File: config.mk
export PLATFORM = sky130hd
export DESIGN_NAME = intr_present_unit
export DESIGN_NICKNAME = d
export VERILOG_FILES = /design/src/rtl/ipu_pkg.sv /design/src/rtl/ipu_offer_eval.sv /design/src/rtl/ipu_reject_filter.sv /design/src/rtl/ipu_cmd_engine.sv /design/src/rtl/intr_present_unit.sv
export SDC_FILE = /design/constraint.sdc
export NUM_CORES = 1
export LEC_CHECK = 0
export ABC_AREA = 1
export BUFFER_PORTS_ARGS = -buffer_cell sky130_fd_sc_hd__buf_4
export CORE_MARGIN = 10
export CORE_UTILIZATION = 56
export CTS_BUF_LIST = sky130_fd_sc_hd__clkbuf_4
export CTS_CLUSTER_DIAMETER = 100
export DETAILED_ROUTE_END_ITERATION = 12
export GPL_TIMING_DRIVEN = 0
export PLACE_DENSITY = 0.94
export SLEW_MARGIN = 20
export SYNTH_ARGS = -nofsm -noshare
export SYNTH_HDL_FRONTEND = slang
export SYNTH_SLANG_ARGS = --single-unit
File: constraint.sdc
create_clock -name clk -period 3.05 [get_ports clk]
set_clock_uncertainty 0.1 [all_clocks]
set_input_delay 0.1525 -clock clk [delete_from_list [all_inputs] [get_ports clk]]
set_output_delay 0.1525 -clock clk [all_outputs]
set_load 0.05 [all_outputs]
File: src/rtl/ipu_pkg.sv
package ipu_pkg;

    typedef enum logic [1:0] {
        OP_ACCEPT   = 2'd0,
        OP_SET_CPPR = 2'd1,
        OP_SET_MFRR = 2'd2,
        OP_EOI      = 2'd3
    } ipu_op_e;

    typedef enum logic [1:0] {
        MOVE_SAME  = 2'd0,
        MOVE_RAISE = 2'd1,
        MOVE_LOWER = 2'd2
    } ipu_move_e;

endpackage

File: src/rtl/ipu_offer_eval.sv
module ipu_offer_eval #(
    parameter int PRI_W = 8
) (
    input  logic [PRI_W-1:0] offer_pri,
    input  logic [PRI_W-1:0] cppr,
    input  logic [PRI_W-1:0] mfrr,
    input  logic [PRI_W-1:0] pend,
    output logic             win
);
    always_comb begin
        win = (offer_pri < cppr) && (offer_pri < mfrr) && (offer_pri < pend);
    end
endmodule

File: src/rtl/ipu_reject_filter.sv
module ipu_reject_filter #(
    parameter int SRC_W   = 24,
    parameter int IPI_SRC = 2
) (
    input  logic             in_valid,
    input  logic [SRC_W-1:0] in_src,
    output logic             out_valid,
    output logic [SRC_W-1:0] out_src
);
    localparam logic [SRC_W-1:0] SRC_IPI = SRC_W'(IPI_SRC);

    always_comb begin
        out_valid = in_valid && (in_src != '0) && (in_src != SRC_IPI);
        out_src   = out_valid ? in_src : '0;
    end
endmodule

File: src/rtl/ipu_cmd_engine.sv
module ipu_cmd_engine
    import ipu_pkg::*;
#(
    parameter int PRI_W   = 8,
    parameter int SRC_W   = 24,
    parameter int IPI_SRC = 2
) (
    input  logic [1:0]             op,
    input  logic [PRI_W+SRC_W-1:0] data,
    input  logic [PRI_W-1:0]       cppr,
    input  logic [PRI_W-1:0]       mfrr,
    input  logic [PRI_W-1:0]       pend,
    input  logic [SRC_W-1:0]       xisr,
    input  logic                   need,
    output logic [PRI_W-1:0]       n_cppr,
    output logic [PRI_W-1:0]       n_mfrr,
    output logic [PRI_W-1:0]       n_pend,
    output logic [SRC_W-1:0]       n_xisr,
    output logic                   n_need,
    output logic                   disp_valid,
    output logic [SRC_W-1:0]       disp_src,
    output logic                   resend,
    output logic                   acc,
    output logic                   eoi
);
    localparam int WORD_W = PRI_W + SRC_W;
    localparam logic [PRI_W-1:0] PRI_NONE = '1;
    localparam logic [SRC_W-1:0] SRC_IPI  = SRC_W'(IPI_SRC);

    ipu_op_e          op_e;
    ipu_move_e        move;
    logic [PRI_W-1:0] wr_val;
    logic [PRI_W-1:0] raise_val;
    logic             raise_ipi;

    always_comb begin
        op_e      = ipu_op_e'(op);
        wr_val    = data[PRI_W-1:0];
        raise_val = (op_e == OP_EOI) ? data[WORD_W-1:SRC_W] : wr_val;
        raise_ipi = (mfrr < raise_val) && (mfrr <= pend);
        if (wr_val > cppr)      move = MOVE_RAISE;
        else if (wr_val < cppr) move = MOVE_LOWER;
        else                    move = MOVE_SAME;
    end

    always_comb begin
        n_cppr     = cppr;
        n_mfrr     = mfrr;
        n_pend     = pend;
        n_xisr     = xisr;
        n_need     = need;
        disp_valid = 1'b0;
        disp_src   = '0;
        resend     = 1'b0;
        acc        = 1'b0;
        eoi        = 1'b0;
        unique case (op_e)
            OP_ACCEPT: begin
                acc = 1'b1;
                if (xisr != '0) begin
                    n_cppr = pend;
                    n_pend = PRI_NONE;
                    n_xisr = '0;
                end
            end
            OP_SET_CPPR: begin
                unique case (move)
                    MOVE_RAISE: begin
                        n_cppr = raise_val;
                        if (raise_ipi) begin
                            n_pend = mfrr;
                            n_xisr = SRC_IPI;
                        end
                        resend = need;
                        n_need = 1'b0;
                    end
                    MOVE_LOWER: begin
                        n_cppr = wr_val;
                        if (wr_val <= pend) begin
                            disp_valid = 1'b1;
                            disp_src   = xisr;
                            n_xisr     = '0;
                            n_pend     = PRI_NONE;
                        end
                    end
                    default: begin
                    end
                endcase
            end
            OP_SET_MFRR: begin
                n_mfrr = wr_val;
                if ((wr_val < cppr) && (wr_val <= pend)) begin
                    disp_valid = 1'b1;
                    disp_src   = xisr;
                    n_pend     = wr_val;
                    n_xisr     = SRC_IPI;
                end
                if (wr_val > mfrr) begin
                    resend = need;
                    n_need = 1'b0;
                end
            end
            OP_EOI: begin
                n_cppr = raise_val;
                if (raise_ipi) begin
                    n_pend = mfrr;
                    n_xisr = SRC_IPI;
                end
                resend = need;
                n_need = 1'b0;
                eoi    = (data[SRC_W-1:0] != SRC_IPI);
            end
        endcase
    end
endmodule

File: src/rtl/intr_present_unit.sv
module intr_present_unit #(
    parameter int PRI_W   = 8,
    parameter int SRC_W   = 24,
    parameter int IPI_SRC = 2
) (
    input  logic                   clk,
    input  logic                   rst_n,
    input  logic                   offer_valid,
    input  logic [SRC_W-1:0]       offer_src,
    input  logic [PRI_W-1:0]       offer_pri,
    input  logic                   cmd_valid,
    input  logic [1:0]             cmd_op,
    input  logic [PRI_W+SRC_W-1:0] cmd_data,
    output logic                   irq_out,
    output logic                   rej_valid,
    output logic [SRC_W-1:0]       rej_src,
    output logic                   resend_req,
    output logic                   acc_valid,
    output logic [PRI_W+SRC_W-1:0] acc_data,
    output logic                   eoi_valid,
    output logic [SRC_W-1:0]       eoi_src
);
    localparam int WORD_W = PRI_W + SRC_W;
    localparam logic [PRI_W-1:0] PRI_NONE = '1;

    logic [PRI_W-1:0] cppr_q, mfrr_q, pend_q;
    logic [SRC_W-1:0] xisr_q;
    logic             need_q;

    logic [PRI_W-1:0] e_cppr, e_mfrr, e_pend;
    logic [SRC_W-1:0] e_xisr, e_disp;
    logic             e_need, e_disp_v, e_resend, e_acc, e_eoi;
    logic             o_win;

    logic [PRI_W-1:0] d_cppr, d_mfrr, d_pend;
    logic [SRC_W-1:0] d_xisr, d_disp;
    logic             d_need, d_disp_v, d_resend, d_acc, d_eoi;
    logic             f_valid;
    logic [SRC_W-1:0] f_src;

    ipu_cmd_engine #(.PRI_W(PRI_W), .SRC_W(SRC_W), .IPI_SRC(IPI_SRC)) u_engine (
        .op(cmd_op), .data(cmd_data),
        .cppr(cppr_q), .mfrr(mfrr_q), .pend(pend_q), .xisr(xisr_q), .need(need_q),
        .n_cppr(e_cppr), .n_mfrr(e_mfrr), .n_pend(e_pend), .n_xisr(e_xisr), .n_need(e_need),
        .disp_valid(e_disp_v), .disp_src(e_disp), .resend(e_resend), .acc(e_acc), .eoi(e_eoi)
    );

    ipu_offer_eval #(.PRI_W(PRI_W)) u_offer (
        .offer_pri(offer_pri), .cppr(cppr_q), .mfrr(mfrr_q), .pend(pend_q), .win(o_win)
    );

    ipu_reject_filter #(.SRC_W(SRC_W), .IPI_SRC(IPI_SRC)) u_filter (
        .in_valid(d_disp_v), .in_src(d_disp), .out_valid(f_valid), .out_src(f_src)
    );

    always_comb begin
        d_cppr   = cppr_q;
        d_mfrr   = mfrr_q;
        d_pend   = pend_q;
        d_xisr   = xisr_q;
        d_need   = need_q;
        d_disp_v = 1'b0;
        d_disp   = '0;
        d_resend = 1'b0;
        d_acc    = 1'b0;
        d_eoi    = 1'b0;
        if (cmd_valid) begin
            d_cppr   = e_cppr;
            d_mfrr   = e_mfrr;
            d_pend   = e_pend;
            d_xisr   = e_xisr;
            d_need   = e_need | offer_valid;
            d_disp_v = e_disp_v;
            d_disp   = e_disp;
            d_resend = e_resend;
            d_acc    = e_acc;
            d_eoi    = e_eoi;
        end else if (offer_valid) begin
            if (o_win) begin
                d_disp_v = 1'b1;
                d_disp   = xisr_q;
                d_xisr   = offer_src;
                d_pend   = offer_pri;
            end else begin
                d_need = 1'b1;
            end
        end
    end

    always_ff @(posedge clk) begin
        if (!rst_n) begin
            cppr_q <= '0;
            mfrr_q <= PRI_NONE;
            pend_q <= PRI_NONE;
            xisr_q <= '0;
            need_q <= 1'b0;
        end else begin
            cppr_q <= d_cppr;
            mfrr_q <= d_mfrr;
            pend_q <= d_pend;
            xisr_q <= d_xisr;
            need_q <= d_need;
        end
    end

    always_ff @(posedge clk) begin
        if (!rst_n) begin
            rej_valid  <= 1'b0;
            rej_src    <= '0;
            resend_req <= 1'b0;
            acc_valid  <= 1'b0;
            acc_data   <= '0;
            eoi_valid  <= 1'b0;
            eoi_src    <= '0;
        end else begin
            rej_valid  <= f_valid;
            rej_src    <= f_src;
            resend_req <= d_resend;
            acc_valid  <= d_acc;
            acc_data   <= d_acc ? {cppr_q, xisr_q} : WORD_W'(0);
            eoi_valid  <= d_eoi;
            eoi_src    <= d_eoi ? cmd_data[SRC_W-1:0] : '0;
        end
    end

    always_comb begin
        irq_out = (xisr_q != '0) && (pend_q < cppr_q);
    end
endmodule

==> summary.txt <==
Outcome
  • Status: finished with violations
  • Failing checks: setup timing

Finish
  • Area growth, synth to finish: 36.0%
  • Finished Layout Cells: 1,280
  • Layout cells sized above 1: 20.2%
  • Most common cell after layout, fill and taps aside: nand2_1
  • Fill count: 681
  • Most frequent cells in the layout: nand2_1 (164), buf_4 (153), dfxtp_1 (132), inv_1 (120), nor2_1 (116)
  • NumNets Final: 1,265

STA
  • Setup violators final: 2
  • Final Hold Viols: 0
  • Final Slew Violations: 0
  • Fin crit share: 101%
  • Relative slew margins: 53.9%
  • Tmin final: 3.09 ns
  • Setup ws final: -0.0448 ns
  • Highest clock rate: 323 MHz
  • Worst-Margin Slew: 0.684 ns

Global routing
  • Grt ovf: 0
  • First-pass GRT wire length: 36.3 mm
  • Vias in the first global route: 7,208
  • Largest net degree at the start of global routing: 17
  • Total Routing Usage GR: 27.3%
  • Initial antenna violation count: 1

Synthesis
  • Post-Synth Simple-Gate Area: 25.2%
  • Synth Net Count: 1,020
  • Synth warnings: 0
  • Synth area leader: dfxtp_1
  • Syn Std Cell Area: 0.00661 sq mm
  • Post-Syn Instances: 878
  • Register area share after synthesis: 40.3%
  • Post-synthesis xor/xnor area fraction: 0%
  • Main combinational cell family by area after synthesis: simple AND/OR/NAND/NOR gates
  • Seq cells post-synth: 133
  • Distinct cells, synth: 31
  • Syn avg cell area: 7.53 sq um
  • Compound-gate portion of the synthesized area: 11.6%
  • Adder-cell share of the synthesized area: 13.6%
  • Area contributors post-synth: dfxtp_1 (40%), ha_1 (14%), nand2_1 (9.4%)
  • Synth top area share: 40.3%
  • Mux share of post-synthesis cell area: 0%

Pwr
  • PD cells: 482 mW/mm^2
  • Sequential Power Share: 42.9%
  • Combinational share of power: 26.9%
  • Switching Fraction: 34.7%
  • Clock power frac: 30.2%
  • Cell-internal power: 2.83 mW
  • Leak: 4.48 nW
  • Tot Pwr: 4.33 mW
  • Worst vdd ir: 0.000392 V
  • NetSw: 1.50 mW

Setup path
  • CP cell instances: inv_1, ha_1, nand2_1, inv_1, nand3_1, nor3_1, nand3_1, nand2_1, nand2_1, nand2_4, nor2_1, nand2_1, dlygate4sd3_1, nand2_1
  • Maximum fanout along the worst path: 9
  • RR Endpoint: pend_q[2]$_SDFFE_PN1P_
  • Setup crit end kind: flop
  • CP most frequent cell: nand2_1
  • Slowest cell on crit path: dlygate4sd3_1
  • WS Path Type: flop to flop
  • Worst r2r path cells: 14
  • Worst setup path start: cppr_q[3]$_SDFFE_PN0P_
  • Critical Path End: pend_q[2]$_SDFFE_PN1P_
  • Worst Path Required: 3.43 ns
  • Critical path's largest stage delay: 0.57 ns
  • Crit path DAT: 3.47 ns
  • Reg2reg start: cppr_q[3]$_SDFFE_PN0P_
  • Startpoint types: flop
  • Worst reg2reg setup slack: -0.04 ns

Clock network
  • Clock buffer depth: 2
  • Clk_lat worst skew: 0.58 ns
  • Reg clk slew, reported paths: 0.13 ns
  • H-tree lvl count: 4
  • Root buf cell: clkbuf_4
  • Clock Sinks: 133
  • Total CTS buffers: 17
  • TritonCTS clock tree: yes
  • Setup Buffers After CTS: 0

Detailed routing
  • Avg WL per Cell: 18.5 um
  • DR pass1 iterations: 9
  • Initial drt markers: 836
  • Vias per std cell: 5.68
  • Final Routed Wirelength: 23.7 mm
  • Vias: 7,269
  • Final ANT Viol Nets: 0
  • DRC: 0

Place
  • HPWL after DPL: 15.3 mm
  • Port bufs: 153
  • Placed cell count: 1,174
  • Routability-driven placement congestion ratio: 0.962

Run
  • Max cap viols: 0

Hold path
  • HP Start: cmd_data[25]
  • Hold Path Class: primary input to flop

Die
  • # rows: 39
  • Die area: 0.0165 sq mm
  • Core ar.: 0.0115 sq mm
  • Chip width: 129 um
  • # IOs: 155
  • Die Y: 129 um
  • Starting Density: 57.6%
[Yosys cell counts (all sizes together)]
master and number:
buf 9, dfxtp 133, a31oi 1, a21o 5, nand2 170, nand4 9, o22ai 1, nor3 7
o21a 3, nor4 4, ha 72, o211ai 9, o21ai 28, nor2 137, a21boi 2, clkbuf 16
o21bai 3, nand3 58, a21oi 85, inv 123, clkinv 3
[metrics by stage]
stage / util [%] / area (sq um) / setup WS [ns] / hold slack [ns] / TNS [ns]
after floorplan: - / 6610 / 0.700 / 0.165 / 0
after global placement: 69.2 / 7940 / 0.183 / 0.280 / 0
after detailed placement: 69.2 / 7940 / 0.142 / 0.289 / 0
after CTS: 78.3 / 8980 / 0.215 / 0.0114 / 0
after global routing: 78.4 / 8980 / -0.135 / 0.0654 / -0.413
final: 78.4 / 8980 / -0.0448 / 0.0513 / -0.0596
[cells by family (layout without fill, tap and decap cells)]
logic type                 after synthesis  count (layout)
other                                    0               1
AOI/OAI and AO/OA                      137             137
and+or+nand+nor                        385             385
buffers and inverters                  151             409
adders and majority gates               72              72
DFF                                    133             133
[worst min path at each step]
stage	end	slack [ns]	cells after the start
floorplan	eoi_src[16]$_SDFF_PN0_	0.16	2
global placement	eoi_src[20]$_SDFF_PN0_	0.28	3
detailed placement	eoi_src[21]$_SDFF_PN0_	0.29	3
CTS	cppr_q[1]$_SDFFE_PN0P_	0.01	7
global route	cppr_q[1]$_SDFFE_PN0P_	0.07	7
finish	cppr_q[1]$_SDFFE_PN0P_	0.05	7
[power groups by stage]
stage / clock, mW / combinational [mW] / sequential (mW)
floorplan: 0 / 0.656 / 1.91
global placement: 0 / 0.953 / 1.88
detailed placement: 0 / 0.989 / 1.89
CTS: 1.30 / 1.09 / 1.85
global route: 1.37 / 1.27 / 1.86
finish: 1.31 / 1.16 / 1.86
[metal layers]
metal / track usage, % / up-vias / part of all wire (%)
li1: - / 3314 / -
met1: 29.4 / 3290 / 35
met2: 45.6 / 519 / 48
met3: 8.99 / 146 / 11
met4: 16.8 / 0 / 6.1
met5: 0 / - / 0
[cell type report]
class / count / area [sq um] / share of cell area, %
Antenna cell: 1 / 2.50 / 0.0279
Buffer: 25 / 136 / 1.52
Clock buffer: 18 / 135 / 1.50
Clock inverter: 14 / 174 / 1.94
Inverter: 126 / 473 / 5.26
Multi-Input combinational cell: 594 / 3340 / 37.2
Sequential cell: 133 / 2660 / 29.6
Tap cell: 143 / 179 / 1.99
Timing Repair Buffer: 226 / 1880 / 20.9
[flip-flops by register name, summed over array words and instances, names as in the netlist, 8 cells and up]
signal,count
xisr_q,24
pend_q,8
mfrr_q,8
eoi_src,24
rej_src,24
cppr_q,8
acc_data,32
[what timing repair did]
| action | CTS | global route |
|---|---|---|
| endpoints found under the setup margin | 0 | 4 |
| gates resized for setup | 0 | 3 |
| endpoints found under the hold margin | 97 | 0 |
| hold buffers | 73 | 0 |
[worst max-delay path: cells and delay by family, from the launching register on]
kind | cells | cell delay [ns]
adders and majority gates | 1 | 0.31
buffers and inverters | 3 | 0.76
DFF | 1 | 0.37
and+or+nand+nor | 10 | 1.45
Power figures use the tool's default switching activity.
